[src/rtl/bdma_pkg.sv]
// Shared types for the burst copy engine.
package bdma_pkg;
    // Sequencer states: port idle, CPU tenure, read issue/wait, write issue/wait.
    typedef enum logic [2:0] {
        ST_IDLE,
        ST_CPU,
        ST_RD,
        ST_RDW,
        ST_WR,
        ST_WRW
    } seq_state_t;
endpackage

[src/rtl/bdma_chan.sv]
// One channel's register set.
// Holds the source, destination, remaining count and mode, plus the active
// and sticky done flags. A start is taken only while the channel is inactive.
// Assumes step pulses only while the channel owns the port; a start and a step
// therefore never coincide.
module bdma_chan #(
    parameter int AW = 32,
    parameter int CW = 24
) (
    input  logic          clk,
    input  logic          rst_n,
    input  logic          start,
    input  logic [AW-1:0] st_src,
    input  logic [AW-1:0] st_dst,
    input  logic [CW-1:0] st_cnt,
    input  logic          st_mode,
    input  logic          step,
    input  logic          release_i,
    output logic [AW-1:0] src,
    output logic [AW-1:0] dst,
    output logic [CW-1:0] cnt,
    output logic          mode,
    output logic          active,
    output logic          done,
    output logic          req
);
    logic cool;

    // Register update: accept a start, or advance one byte on a step.
    always_ff @(posedge clk) begin
        if (!rst_n) begin
            src    <= '0;
            dst    <= '0;
            cnt    <= '0;
            mode   <= 1'b0;
            active <= 1'b0;
            done   <= 1'b0;
            cool   <= 1'b0;
        end else begin
            cool <= release_i;
            if (start && !active) begin
                src    <= st_src;
                dst    <= st_dst;
                cnt    <= st_cnt;
                mode   <= st_mode;
                active <= (st_cnt != '0);
                done   <= (st_cnt == '0);
            end else if (step) begin
                src <= src + 1'b1;
                dst <= dst + 1'b1;
                cnt <= cnt - 1'b1;
                if (cnt == CW'(1)) begin
                    active <= 1'b0;
                    done   <= 1'b1;
                end
            end
        end
    end

    // Request the port while work remains and no cool-down cycle is pending.
    assign req = active && !cool;
endmodule

[src/rtl/bdma_arb.sv]
// Fixed-priority arbiter: the lowest channel index wins, and the CPU wins
// only when no channel requests. It is purely combinational; the sequencer
// samples the result only while the port is idle, which holds a grant.
module bdma_arb #(
    parameter int NCH = 4,
    parameter int CHW = 2
) (
    input  logic [NCH-1:0] ch_req,
    input  logic           cpu_req,
    output logic           pick_ch,
    output logic [CHW-1:0] pick_idx,
    output logic           pick_cpu
);
    // Scan from the lowest priority upward, so the highest requester lands last.
    always_comb begin
        pick_ch  = 1'b0;
        pick_idx = '0;
        for (int i = NCH - 1; i >= 0; i--) begin
            if (ch_req[i]) begin
                pick_ch  = 1'b1;
                pick_idx = CHW'(i);
            end
        end
    end

    // CPU sits below every channel.
    assign pick_cpu = cpu_req && !pick_ch;
endmodule

[src/rtl/bdma_seq.sv]
// Port sequencer.
// Owns the memory port and runs read-then-write byte beats for the selected
// channel. It ends a tenure after BURST beats, after a single beat in steal
// mode, or when the count runs out. It grants the CPU for as long as the CPU
// keeps asking.
// Assumes mem_rdy answers each access, one access at a time.
module bdma_seq
    import bdma_pkg::*;
#(
    parameter int NCH   = 4,
    parameter int CHW   = 2,
    parameter int AW    = 32,
    parameter int DW    = 8,
    parameter int CW    = 24,
    parameter int BURST = 32
) (
    input  logic                   clk,
    input  logic                   rst_n,
    input  logic                   pick_ch,
    input  logic [CHW-1:0]         pick_idx,
    input  logic                   pick_cpu,
    input  logic                   cpu_req,
    input  logic [NCH-1:0][AW-1:0] src_v,
    input  logic [NCH-1:0][AW-1:0] dst_v,
    input  logic [NCH-1:0][CW-1:0] cnt_v,
    input  logic [NCH-1:0]         mode_v,
    input  logic [DW-1:0]          mem_rdata,
    input  logic                   mem_rdy,
    output logic [NCH-1:0]         step_v,
    output logic [NCH-1:0]         release_v,
    output logic                   cpu_gnt,
    output logic                   mem_en,
    output logic                   mem_we,
    output logic [AW-1:0]          mem_addr,
    output logic [DW-1:0]          mem_wdata
);
    localparam int BW = $clog2(BURST + 1);

    seq_state_t     state;
    logic [CHW-1:0] owner;
    logic [BW-1:0]  beats;
    logic [DW-1:0]  hold;
    logic           beat_end;
    logic           last_beat;

    // The tenure ends on the final byte, a full burst, or any beat in steal mode.
    assign last_beat = (cnt_v[owner] == CW'(1)) || (beats == BW'(BURST - 1)) || mode_v[owner];
    assign beat_end  = (state == ST_WRW) && mem_rdy;

    // State progression and beat bookkeeping.
    always_ff @(posedge clk) begin
        if (!rst_n) begin
            state <= ST_IDLE;
            owner <= '0;
            beats <= '0;
            hold  <= '0;
        end else begin
            case (state)
                ST_IDLE: begin
                    if (pick_ch) begin
                        owner <= pick_idx;
                        beats <= '0;
                        state <= ST_RD;
                    end else if (pick_cpu) begin
                        state <= ST_CPU;
                    end
                end
                ST_CPU: if (!cpu_req) state <= ST_IDLE;
                ST_RD:  state <= ST_RDW;
                ST_RDW: begin
                    if (mem_rdy) begin
                        hold  <= mem_rdata;
                        state <= ST_WR;
                    end
                end
                ST_WR:  state <= ST_WRW;
                ST_WRW: begin
                    if (mem_rdy) begin
                        beats <= beats + 1'b1;
                        state <= last_beat ? ST_IDLE : ST_RD;
                    end
                end
                default: state <= ST_IDLE;
            endcase
        end
    end

    // Per-channel pulses: step on every finished beat, release at tenure end.
    always_comb begin
        step_v    = '0;
        release_v = '0;
        if (beat_end) begin
            step_v[owner] = 1'b1;
            if (last_beat) release_v[owner] = 1'b1;
        end
    end

    // Port drive, decoded from the state.
    assign cpu_gnt   = (state == ST_CPU);
    assign mem_en    = (state == ST_RD) || (state == ST_WR);
    assign mem_we    = (state == ST_WR);
    assign mem_addr  = (state == ST_WR) ? dst_v[owner] : src_v[owner];
    assign mem_wdata = hold;
endmodule

[src/rtl/bdma_engine.sv]
// Top of the four-channel burst copy engine.
// Ties the channel register sets, the fixed-priority arbiter and the port
// sequencer together. Only one memory port exists; the CPU shares it through
// cpu_req/cpu_gnt.
module bdma_engine #(
    parameter int NCH   = 4,
    parameter int CHW   = $clog2(NCH),
    parameter int AW    = 32,
    parameter int DW    = 8,
    parameter int CW    = 24,
    parameter int BURST = 32
) (
    input  logic           clk,
    input  logic           rst_n,
    input  logic           cfg_we,
    input  logic [CHW-1:0] cfg_ch,
    input  logic [AW-1:0]  cfg_src,
    input  logic [AW-1:0]  cfg_dst,
    input  logic [CW-1:0]  cfg_cnt,
    input  logic           cfg_steal,
    input  logic           cpu_req,
    output logic           cpu_gnt,
    output logic           mem_en,
    output logic           mem_we,
    output logic [AW-1:0]  mem_addr,
    output logic [DW-1:0]  mem_wdata,
    input  logic [DW-1:0]  mem_rdata,
    input  logic           mem_rdy,
    output logic [NCH-1:0] chan_done
);
    logic [NCH-1:0][AW-1:0] src_v;
    logic [NCH-1:0][AW-1:0] dst_v;
    logic [NCH-1:0][CW-1:0] cnt_v;
    logic [NCH-1:0]         mode_v;
    logic [NCH-1:0]         chan_active;
    logic [NCH-1:0]         ch_req;
    logic [NCH-1:0]         step_v;
    logic [NCH-1:0]         release_v;
    logic                   pick_ch;
    logic [CHW-1:0]         pick_idx;
    logic                   pick_cpu;

    // One register set per channel.
    for (genvar g = 0; g < NCH; g++) begin : g_chan
        bdma_chan #(.AW(AW), .CW(CW)) u_chan (
            .clk       (clk),
            .rst_n     (rst_n),
            .start     (cfg_we && (cfg_ch == CHW'(g))),
            .st_src    (cfg_src),
            .st_dst    (cfg_dst),
            .st_cnt    (cfg_cnt),
            .st_mode   (cfg_steal),
            .step      (step_v[g]),
            .release_i (release_v[g]),
            .src       (src_v[g]),
            .dst       (dst_v[g]),
            .cnt       (cnt_v[g]),
            .mode      (mode_v[g]),
            .active    (chan_active[g]),
            .done      (chan_done[g]),
            .req       (ch_req[g])
        );
    end

    bdma_arb #(.NCH(NCH), .CHW(CHW)) u_arb (
        .ch_req   (ch_req),
        .cpu_req  (cpu_req),
        .pick_ch  (pick_ch),
        .pick_idx (pick_idx),
        .pick_cpu (pick_cpu)
    );

    bdma_seq #(
        .NCH(NCH), .CHW(CHW), .AW(AW), .DW(DW), .CW(CW), .BURST(BURST)
    ) u_seq (
        .clk       (clk),
        .rst_n     (rst_n),
        .pick_ch   (pick_ch),
        .pick_idx  (pick_idx),
        .pick_cpu  (pick_cpu),
        .cpu_req   (cpu_req),
        .src_v     (src_v),
        .dst_v     (dst_v),
        .cnt_v     (cnt_v),
        .mode_v    (mode_v),
        .mem_rdata (mem_rdata),
        .mem_rdy   (mem_rdy),
        .step_v    (step_v),
        .release_v (release_v),
        .cpu_gnt   (cpu_gnt),
        .mem_en    (mem_en),
        .mem_we    (mem_we),
        .mem_addr  (mem_addr),
        .mem_wdata (mem_wdata)
    );
endmodule

[config.mk]
export PLATFORM = sky130hd
export DESIGN_NAME = bdma_engine
export DESIGN_NICKNAME = d
export VERILOG_FILES = /design/src/rtl/bdma_pkg.sv /design/src/rtl/bdma_chan.sv /design/src/rtl/bdma_arb.sv /design/src/rtl/bdma_seq.sv /design/src/rtl/bdma_engine.sv
export SDC_FILE = /design/constraint.sdc
export NUM_CORES = 1
export LEC_CHECK = 0
export CAP_MARGIN = 0
export CORE_ASPECT_RATIO = 2
export CORE_MARGIN = 2
export CORE_UTILIZATION = 55
export CTS_BUF_LIST = sky130_fd_sc_hd__clkbuf_4 sky130_fd_sc_hd__clkbuf_8
export CTS_CLUSTER_DIAMETER = 150
export DETAILED_ROUTE_END_ITERATION = 8
export MAX_ROUTING_LAYER = met4
export PLACE_DENSITY = 0.75
export SLEW_MARGIN = 0
export SYNTH_ARGS = -nofsm -noshare
export SYNTH_HDL_FRONTEND = slang
export SYNTH_SLANG_ARGS = --single-unit
[constraint.sdc]
create_clock -name clk -period 7.2 [get_ports clk]
set_clock_uncertainty 0.15 [all_clocks]
set_input_delay 1.8 -clock clk [delete_from_list [all_inputs] [get_ports clk]]
set_output_delay 1.8 -clock clk [all_outputs]
set_load 0.05 [all_outputs]
==> results.py <==
metrics = {
    "detailed_routing": {
        "firstDrtPassIters": 5,
        "drt_iter0_drc": 1944,
        "drtAntennaViolNets": 0,
        "via_per_inst": 6.679,
        "post-route-drc-count": 0,
        "wire_per_inst_um": 24.50,
        "routed_wl_um": 80350,
        "vias": 21900,
    },
    "placed_design": {
        "placed_cells": 3179,
        "numPortBuffers": 150,
        "gp_congestion": 1.019,
        "hpwl_um": 57970,
    },
    "sta": {
        "fin_tns_setup_ns": 0,
        "report.final.setup_viol": 0,
        "finalHoldViolCount": 0,
        "relSlewSlack_pct": 14.01,
        "worst-slew-pin-transition_ns": 1.290,
        "fmax_mhz": 171.4,
        "drv_slew": 0,
        "finalCritPeriodShare_pct": 81.03,
        "post-route-min-period_ns": 5.834,
        "rsz0062_at_grt": "no",
    },
    "critical_path": {
        "cp-end-kind": "output port",
        "cp.arrival_ns": 3.88,
        "r2r-start": "u_seq.owner[0]$_SDFFE_PN0P_",
        "r2r_cells": 5,
        "crit_type": "register to output port",
        "required_ns": 5.25,
        "reg2reg_slack_ns": 3.41,
        "crit_path_max_fanout": 45,
        "start_kind": "register",
        "r2r-end": "g_chan[1].u_chan.src[28]$_SDFFE_PN0P_",
    },
    "floorplan": {
        "fp.dieH_um": 289.2,
        "die_area_mm2": 0.04240,
        "start_util_pct": 55.64,
        "die_w_um": 146.6,
        "num_rows": 104,
        "core_mm2": 0.04021,
        "io-pin-count": 151,
    },
    "min_path": {
        "holdPathStages": 2,
        "worstHoldEndpoint": "g_chan[1].u_chan.mode$_SDFFE_PN0P_",
        "holdCritStartpoint": "g_chan[1].u_chan.mode$_SDFFE_PN0P_",
        "min_path_type": "register to register",
    },
    "power_and_ir_drop": {
        "pwr-share-seq_pct": 46.8,
        "power.density_mw_per_mm2": 207.5,
        "leakage_uw": 0.007635,
        "pwr-share-clk_pct": 37.1,
        "netSwitchingPower_uw": 1595,
        "fin_total_pwr_uw": 5230,
        "p_int_uw": 3634,
        "combPwrFrac_pct": 16.1,
        "switching_share_pct": 30.51,
        "max-vdd-ir-drop_uv": 175.5,
    },
    "cts": {
        "clock_latency_ns": 0.69,
        "cts_sinks": 387,
        "cts_max_path_buffers": 3,
        "cts_setup_buffers": 0,
        "numCtsBuffers": 57,
        "postCtsHoldBufs": 0,
        "ctsResizeCount": 0,
        "clock-root-buffer": "clkbuf_8",
        "cts_tree": "yes",
        "htree_levels": 2,
        "cts.clk_slew.worst_paths_ns": 0.08,
    },
    "synthesis": {
        "syn_avg_cell_area_um2": 8.376,
        "synth-main-ff-cell": "dfxtp_1",
        "synth_top_area_cell": "dfxtp_1",
        "syn-cell-area_mm2": 0.02237,
        "synthDistinctLibCells": 64,
        "synth_edf_count": 0,
        "netlist.area_leader.share_pct": 34.63,
        "synthCells": 2671,
        "syn_nets": 2792,
        "ys_seq_area_share_pct": 34.63,
        "synth_seq_cells": 387,
        "synth_area_leaders": "dfxtp_1 35%, xnor2_1 8.1%, o21ai_0 6.6%, mux4_2 6.5%, a21oi_1 5.8%",
        "synth_warnings": 0,
        "synthArstFlopShare_pct": 0,
    },
    "global_routing": {
        "grt_pass1_wl_um": 122200,
        "grtUsageTotal_pct": 38.29,
        "grt_pass1_vias": 21110,
        "antenna_found_initial": 3,
        "grt-ovfl-total": 0,
        "grt_max_degree": 127,
    },
    "status": {
        "status": "complete, no violations",
    },
    "finish": {
        "layout_common_cells": "385 x dfxtp_1, 295 x o21ai_0, 259 x a21oi_1, 208 x xnor2_1, 159 x nand2_1",
        "layout_commonest_cell": "dfxtp_1",
        "nets": 2829,
        "seqCellArea_mm2": 0.007755,
        "nFillCells": 3431,
        "drive_above_1_share_pct": 9.326,
        "area_growth_pct": 12.66,
        "fin_cells": 3279,
        "multiInputGateArea_mm2": 0.01370,
        "fin_util_pct": 62.68,
    },
    "flow_run": {
        "max-cap-violations": 0,
    },
}
==> synthesized netlist by cell type (35+ instances only) <==
| cell type | n |
|---|---|
| nor3_1 | 82 |
| nor4_1 | 113 |
| nand3_1 | 105 |
| nand4_1 | 94 |
| clkbuf_1 | 150 |
| mux4_2 | 65 |
| xor2_1 | 90 |
| a211oi_1 | 66 |
| and4_1 | 35 |
| dfxtp_1 | 387 |
| nand2_1 | 159 |
| nor2_1 | 156 |
| inv_1 | 43 |
| o21ai_0 | 295 |
| xnor2_1 | 208 |
| or3_1 | 43 |
| a21oi_1 | 259 |
==> registers in the layout (all words and copies together) (netlist names) <==
signal,flops
g_chan.u_chan.dst,128
g_chan.u_chan.mode,4
u_seq.beats,6
u_seq.state,3
g_chan.u_chan.cnt,96
g_chan.u_chan.src,128
u_seq.mem_wdata,8
u_seq.owner,2
g_chan.u_chan.done,4
g_chan.u_chan.active,4
g_chan.u_chan.cool,4
==> power groups by stage <==
stage	Sequential [uW]	Combinational (uW)	Clock, uW
after floorplan	2410	583	0
after detailed placement	2490	827	0
after global routing	2460	898	2040
after global placement	2480	814	0
final	2450	843	1940
after CTS	2440	831	1950
==> through the flow <==
stage	worst slack (ns)	hold slack (ns)	area [um^2]
floorplan	3.051	0.2831	22370
global placement	1.985	0.2922	23980
detailed placement	1.954	0.2987	23980
CTS	1.342	0.3073	25190
global route	1.225	0.3272	25200
finish	1.366	0.3035	25200
==> worst max-delay path by stage <==
stage / startpoint / end / slack, ns / depth (start not counted)
final: u_seq.owner[1]$_SDFFE_PN0P_ / mem_addr[11] / 1.37 / 4
after global routing: u_seq.owner[1]$_SDFFE_PN0P_ / mem_addr[3] / 1.23 / 4
after CTS: u_seq.owner[1]$_SDFFE_PN0P_ / mem_addr[11] / 1.34 / 4
after detailed placement: mem_rdy / g_chan[2].u_chan.src[31]$_SDFFE_PN0P_ / 1.95 / 7
after global placement: mem_rdy / g_chan[2].u_chan.src[31]$_SDFFE_PN0P_ / 1.99 / 7
after floorplan: u_seq.owner[0]$_SDFFE_PN0P_ / mem_addr[12] / 3.05 / 7
==> layer usage <==
| layer | vias to the layer above | wire length [um] | GRT usage, % |
|---|---|---|---|
| met5 | - | 0 | - |
| met1 | 10440 | 26300 | 37.18 |
| met2 | 1051 | 40380 | 66.10 |
| met4 | 0 | 8650 | 33.47 |
| li1 | 10010 | - | - |
| met3 | 398 | 5012 | 5.858 |
==> logic make-up (layout without fill, tap and decap cells) <==
kind of cell | Yosys count | after routing | synth area share, %
AND/OR/NAND/NOR | 924 | 924 | 22.38
AO/OA/AOI/OAI | 704 | 704 | 17.76
flip-flops | 387 | 387 | 34.63
XOR/XNOR | 298 | 298 | 11.67
buffers and inverters | 239 | 313 | 4.223
multiplexers | 102 | 102 | 8.389
adder cells (fa/ha/maj) | 17 | 17 | 0.9508
other | 0 | 4 | 0
==> layout make-up <==
type | count | area share, %
multi-input combinational | 2045 | 54.37
sequential | 387 | 30.77
timing repair buffer | 174 | 6.727
clock buffer | 92 | 4.651
tap | 530 | 2.631
inverter | 43 | 0.6454
clock inverter | 4 | 0.1638
antenna | 4 | 0.03971
==> critical path: stages, from the launching register on <==
cell,delay [ns]
dfxtp_4,0.86
buf_4,0.57
mux4_2,0.69
mux2_2,0.31
clkdlybuf4s50_1,0.71
No activity file was read; power rests on OpenSTA's default activity.
